===== config.mk =====
export PLATFORM = sky130hd
export DESIGN_NAME = ddr_frame_rx
export DESIGN_NICKNAME = d
export VERILOG_FILES = /design/src/rtl/ddr_frame_rx.sv
export SDC_FILE = /design/constraint.sdc
export NUM_CORES = 1
export LEC_CHECK = 0
export BUFFER_PORTS_ARGS = -buffer_cell sky130_fd_sc_hd__buf_2
export CORE_MARGIN = 8
export CORE_UTILIZATION = 58
export CTS_CLUSTER_SIZE = 8
export DETAILED_ROUTE_END_ITERATION = 8
export GPL_ROUTABILITY_DRIVEN = 1
export PLACE_DENSITY = 0.84
export SLEW_MARGIN = 0
export SYNTH_ARGS = -nofsm -noshare
export SYNTH_HDL_FRONTEND = slang
export SYNTH_SLANG_ARGS = --single-unit

===== constraint.sdc =====
create_clock -name clk_bit_i -period 3.09 [get_ports clk_bit_i]
set_clock_uncertainty 0.15 [all_clocks]
set_input_delay 0.4635 -clock clk_bit_i [delete_from_list [all_inputs] [get_ports clk_bit_i]]
set_output_delay 0.4635 -clock clk_bit_i [all_outputs]
set_load 0.01 [all_outputs]

===== src/rtl/ddr_frame_rx.sv =====
`timescale 1ns/1ps
module ddr_frame_rx #(
  parameter int LANES     = 4,
  parameter int WORD_W    = 12,
  parameter int SYNC_HITS = 4
) (
  input  logic                    clk_bit_i,
  input  logic                    rst_n_i,
  input  logic                    frame_i,
  input  logic [LANES-1:0]        data_i,
  input  logic                    msb_first_i,
  input  logic                    sync_chk_i,
  output logic [LANES*WORD_W-1:0] word_o,
  output logic                    word_vld_o,
  output logic                    aligned_o
);
  localparam int PAIRS = WORD_W / 2;
  localparam int CNT_W = $clog2(PAIRS + 2);
  localparam int HIT_W = $clog2(SYNC_HITS + 1);
  localparam logic [CNT_W-1:0] CNT_MAX  = CNT_W'(PAIRS + 1);
  localparam logic [CNT_W-1:0] CNT_EVEN = CNT_W'(PAIRS - 1);
  localparam logic [CNT_W-1:0] CNT_ODD  = CNT_W'(PAIRS);
  localparam logic [HIT_W-1:0] HIT_TOP  = HIT_W'(SYNC_HITS);
  localparam logic [HIT_W-1:0] HIT_LAST = HIT_W'(SYNC_HITS - 1);
  localparam logic [WORD_W-1:0] SYNC_WORD = {{PAIRS{1'b1}}, {PAIRS{1'b0}}};

  logic [LANES-1:0] d_rise, d_fall;
  logic             f_rise, f_fall, f_fall_q;
  logic [CNT_W-1:0] cnt;
  logic             odd_q;
  logic [HIT_W-1:0] hits;
  logic [LANES*WORD_W-1:0] fmt_all;
  logic [LANES-1:0] lane_ok;

  always_ff @(posedge clk_bit_i or negedge rst_n_i)
    if (!rst_n_i) begin
      d_rise <= '0;
      f_rise <= 1'b0;
    end else begin
      d_rise <= data_i;
      f_rise <= frame_i;
    end

  always_ff @(negedge clk_bit_i or negedge rst_n_i)
    if (!rst_n_i) begin
      d_fall <= '0;
      f_fall <= 1'b0;
    end else begin
      d_fall <= data_i;
      f_fall <= frame_i;
    end

  wire edge_even = f_rise & ~f_fall_q;
  wire edge_odd  = f_fall & ~f_rise;
  wire emit      = odd_q ? (cnt == CNT_ODD) : (cnt == CNT_EVEN);

  always_ff @(posedge clk_bit_i or negedge rst_n_i)
    if (!rst_n_i) begin
      f_fall_q <= 1'b0;
      cnt      <= CNT_MAX;
      odd_q    <= 1'b0;
    end else begin
      f_fall_q <= f_fall;
      if (edge_even || edge_odd) begin
        cnt   <= CNT_W'(1);
        odd_q <= edge_odd;
      end else if (cnt != CNT_MAX) begin
        cnt <= cnt + CNT_W'(1);
      end
    end

  for (genvar l = 0; l < LANES; l++) begin : g_lane
    logic [WORD_W:0]   sh;
    logic [WORD_W:0]   sh_nx;
    logic [WORD_W-1:0] asm_w, rev_w, fmt_w;
    assign sh_nx = {d_fall[l], d_rise[l], sh[WORD_W:2]};
    always_ff @(posedge clk_bit_i or negedge rst_n_i)
      if (!rst_n_i) sh <= '0;
      else          sh <= sh_nx;
    assign asm_w = odd_q ? sh_nx[WORD_W-1:0] : sh_nx[WORD_W:1];
    for (genvar b = 0; b < WORD_W; b++) begin : g_rev
      assign rev_w[b] = asm_w[WORD_W-1-b];
    end
    assign fmt_w = msb_first_i ? rev_w : asm_w;
    assign fmt_all[l*WORD_W +: WORD_W] = fmt_w;
    assign lane_ok[l] = (fmt_w == SYNC_WORD);
  end

  always_ff @(posedge clk_bit_i or negedge rst_n_i)
    if (!rst_n_i) begin
      word_o     <= '0;
      word_vld_o <= 1'b0;
      hits       <= '0;
      aligned_o  <= 1'b0;
    end else begin
      word_vld_o <= emit;
      if (emit) word_o <= fmt_all;
      if (emit && sync_chk_i) begin
        if (&lane_ok) begin
          if (hits != HIT_TOP) hits <= hits + HIT_W'(1);
          if (hits >= HIT_LAST) aligned_o <= 1'b1;
        end else begin
          hits      <= '0;
          aligned_o <= 1'b0;
        end
      end
    end

  p_vld_single_r5: assert property (@(posedge clk_bit_i) disable iff (!rst_n_i)
    word_vld_o |=> !word_vld_o);
  p_word_hold_r5: assert property (@(posedge clk_bit_i) disable iff (!rst_n_i)
    !word_vld_o |-> $stable(word_o));
  p_set_on_sync_r7: assert property (@(posedge clk_bit_i) disable iff (!rst_n_i)
    $rose(aligned_o) |-> (word_vld_o && $past(sync_chk_i) && word_o[WORD_W-1:0] == SYNC_WORD));
  p_clr_on_word_r8: assert property (@(posedge clk_bit_i) disable iff (!rst_n_i)
    $fell(aligned_o) |-> (word_vld_o && $past(sync_chk_i)));
  p_hold_when_off_r9: assert property (@(posedge clk_bit_i) disable iff (!rst_n_i)
    !$past(sync_chk_i) |-> $stable(aligned_o));
endmodule


# --- Word-level counts from Yosys, hierarchy flattened ---
# Cells that the tools add are included.
word_totals:
  regBits: 120
  inputBits: 9
  output_inout_bits: 50
  elab_cells: 53
op_classes:
  n_addsub: 2
  n_lt_le_gt_ge: 1
  eq_ne: 10
  n_mux: 15
  bitwise: 4
  reduce_logical: 6
op_table:
  columns: ["cell", "n"]
  rows:
  - ["$mux 12", 8]
  - ["$eq 12x12->1 const B", 4]
  - ["$mux 3", 4]
  - ["$add 3x1->3 const B", 2]
  - ["$eq 3x3->1 const B", 2]
  - ["$ne 3x3->1 const B", 2]
  - ["$ne 2x1->1 const B", 2]
  - ["$reduce_and 2->1", 2]
  - ["$reduce_and 4->1", 1]
  - ["$ge 3x2->1 const B", 1]
  - ["$mux 1", 3]
  - ["$and 1x1->1", 2]
  - ["$not 1->1", 2]
  - ["$reduce_bool 2->1", 1]
  - ["$logic_and 1x1->1", 1]
  - ["$logic_or 1x1->1", 1]

# --- Depth between registers and ports, before layout ---
logic_depth:
  word_depth: 6
  depth_mapped: 9
  ltp_nobuf: 6

==> results.txt <==
----------------------------------------------------
[Clock tree]
  Clock tree root driver cell ... clkbuf_8
  Max clock buf depth ... 2
  Total clock buffers created by CTS ... 9
  Clock tree from TritonCTS ... done
  Number of levels the H-tree was split into ... 3
  Clock Sinks ... between 100 and 150
  Clock latency of the later-clocked register in the worst-skew pair ... approximately 0.37 ns
  Clk slew on worst S/H paths ... about 0.090 ns

[Routing]
  Violation count after the first detailed-routing iteration ... about 160
  Vias ... ~3.2k
  Per-cell routed wire length ... 19.7 µm
  # DRC ... 0
  Total routed wirelength ... around 11000 µm
  Antenna-violating nets left ... 0
  Iteration count of the initial detailed-routing pass ... 6
  Via-per-instance ratio ... just under 6

[Power]
  Power per cell area ... approximately 730 nW/µm²
  Largest vdd supply drop ... roughly 0.40 mV
  Clock share of power ... a little under a fifth
  Power share of the sequential group ... 50.7%
  Combinational fraction of design power ... about 31%
  Sw Pwr ... 0.00135 W
  Internal power consumption ... 0.00277 W
  Net Sw Frac ... between 30% and 40%
  P_leak ... ~2.5 nW

[Critical path]
  Required time worst endpoint ... between 3 and 4 ns
  Crit path launch type ... register
  Arrival time at the worst endpoint ... between 3 and 4 ns
  Endpoint type of the worst setup path ... register
  Critical path type ... register to register
  Critical Path Fanout Max ... 2

[Logic synthesis]
  Most used DFF post-synth ... dfrtp_1
  Yosys warnings ... 0
  Portion of the post-synthesis area used by sequential elements ... between 50% and 60%
  Count of flip-flops with a built-in enable after synthesis ... 0
  Post-synthesis cell type count ... 47
  Post-synthesis net count ... between 300 and 400
  Synth async-reset ratio ... 100%
  Per-instance average area after synthesis ... ~14 µm²
  Cell area after technology mapping ... roughly 5000 µm²
  Register bit count reported by yosys ... about 110
  Post-Synthesis Cells ... around 360

[Timing]
  Relative slew slack ... between 60% and 70%
  Worst slew pin tran ... ~0.5 ns
  Summed negative setup slack over all endpoints ... -1.60 ns
  Final Hold Violating Endpoints ... 0
  RSZ-0062 raised after global routing ... true
  Final worst setup slack ... -0.425 ns
  Slew Viols, Final ... 0
  Number of setup violations in the final report ... 4

[Status]
  Violations in the final reports ... negative setup slack
  Status ... finished, violations left

[Finish]
  Most common cell after layout, fill and taps aside ... dfrtp_1
  Layout-stage area growth over the synthesis result ... 12.8%
  Net total in the final layout ... between 400 and 500
  Proportion of layout cells with a drive suffix above 1 ... around two fifths
  Most frequent cells in the layout ... 103 x dfrtp_1, 57 x buf_2, 39 x mux2_2
  Filler cell count ... approximately 590
  Number of inserted diodes ... 0

[Die]
  Number of I/O pins ... between 50 and 60
  Site row count ... 34
  Die footprint ... roughly 12000 µm²
  Height of the die ... 109 µm
  X dimension of the die ... around 110 µm
  Placeable core region ... roughly 8600 µm²
  Initial core utilization ... between 50% and 60%

[Placement]
  Pre-CTS worst setup slack ... -0.468 ns
  Routability Congestion ... 0.889
  Post-detail-place hpwl ... 7950 µm
  PortBufs ... between 50 and 60

[Run]
  # Max-Cap Violations ... 0

[Global route]
  Global-route usage over all layers ... between 10% and 20%
  Number of global-route vias before repair ... between 3k and 4k
  Pin count of the biggest net entering global routing ... 39
  Antenna violations before repair ... 0
  Wire length of the first global-routing pass ... approximately 17000 µm
  Congestion Overflow GR ... 0

[Hold path]
  Type of the most critical hold path ... input pin to register

----------------------------------------------------
## power by group through the flow
stage / logic [W] / registers, W / clock network, W
floorplan: 0.000592 / 0.00222 / 0
global placement: 0.00123 / 0.00209 / 0
detailed placement: 0.00127 / 0.00212 / 0
CTS: 0.00129 / 0.00209 / 0.000788
global route: 0.00138 / 0.00214 / 0.000835
finish: 0.00126 / 0.00209 / 0.000771
## cell type report
cell class	instances	area, µm²	share of cell area, %
Sequential cell	112	2810	49.5
Multi-Input combinational cell	219	2080	36.6
Timing Repair Buffer	76	455	8.03
Clock buffer	13	149	2.63
Tap cell	108	135	2.38
Inverter	8	30.0	0.530
Clock inverter	3	17.5	0.309
## Yosys cell counts (5+ instances only)
master	instances	area, µm²
inv_1	8	30.0
mux2_1	5	56.3
o21ai_0	23	115
nand2_1	34	128
a21oi_1	11	55.1
nor2_1	13	48.8
dfrtp_1	104	2600
mux2i_1	17	170
mux4_2	28	631
ha_1	5	62.6
dfrtn_1	5	125
buf_2	8	40.0
mux2_2	39	439
## path summary, 6_finish.rpt
check	startpoint	slack [ns]	depth (start not counted)	endpoint
min	data_i[2]	0.06	1	d_rise[2]
min in group asynchronous	rst_n_i	0.35	2	g_lane[3].sh[10]
min reg2reg	g_lane[0].sh[8]	0.26	0	g_lane[0].sh[6]
max	d_fall[0]	-0.42	7	hits[0]
max reg2reg	d_fall[0]	-0.42	7	hits[0]
max in group asynchronous	rst_n_i	0.72	2	d_fall[1]
## metal layers
| metal | up-vias | wire length (µm) | global-route usage (%) |
|---|---|---|---|
| met3 | 19 | 584 | 4.08 |
| met1 | 1622 | 4650 | 26.2 |
| met5 | - | 0 | 0 |
| li1 | 1477 | - | - |
| met2 | 86 | 5130 | 29.8 |
| met4 | 0 | 252 | 8.11 |
## cell families (layout without fill, tap and decap cells)
logic type | count (synthesis) | after routing | synth area share (%)
flops | 112 | 112 | 55.8
mux | 89 | 89 | 25.8
simple gates | 75 | 75 | 7.89
compound gates | 49 | 49 | 5.70
buf+inv | 30 | 100 | 3.36
fa+ha+maj | 5 | 5 | 1.24
xor+xnor | 1 | 1 | 0.174
## what timing repair did
action	4_1_cts	5_1_grt
pin swaps	1	1
endpoints found under the hold margin	12	0
buffers inserted	1	0
resized for setup	2	2
hold buffers	1	0
setup endpoints to repair	4	4
## worst max-delay path: stages, from the launching register on
cell	delay, ns
dfrtn_1	0.35
mux4_2	0.51
nor4_4	0.19
nand4_1	0.15
nor4_2	0.24
buf_4	0.17
a32oi_1	0.08
o21ai_1	0.08
## through the flow
step / power (W) / hold WS, ns / util, % / cell area (µm²) / std cells
floorplan: 0.00281 / 0.0179 / - / 5030 / 361
global placement: 0.00332 / 0.211 / 63.9 / 5470 / 521
detailed placement: 0.00339 / 0.215 / 63.9 / 5470 / 521
CTS: 0.00417 / 0.0493 / 66.2 / 5660 / 539
global route: 0.00436 / 0.0525 / 66.3 / 5670 / 539
finish: 0.00412 / 0.0642 / 66.3 / 5670 / 539
## state kept, by name, indices dropped and copies added, names as in the netlist
register,count
d_rise,4
aligned_o,1
hits,3
word_vld_o,1
word_o,48
f_fall,1
g_lane.sh,44
f_fall_q,1
odd_q,1
cnt,3
d_fall,4
f_rise,1
No activity file was read; power rests on OpenSTA's default activity.
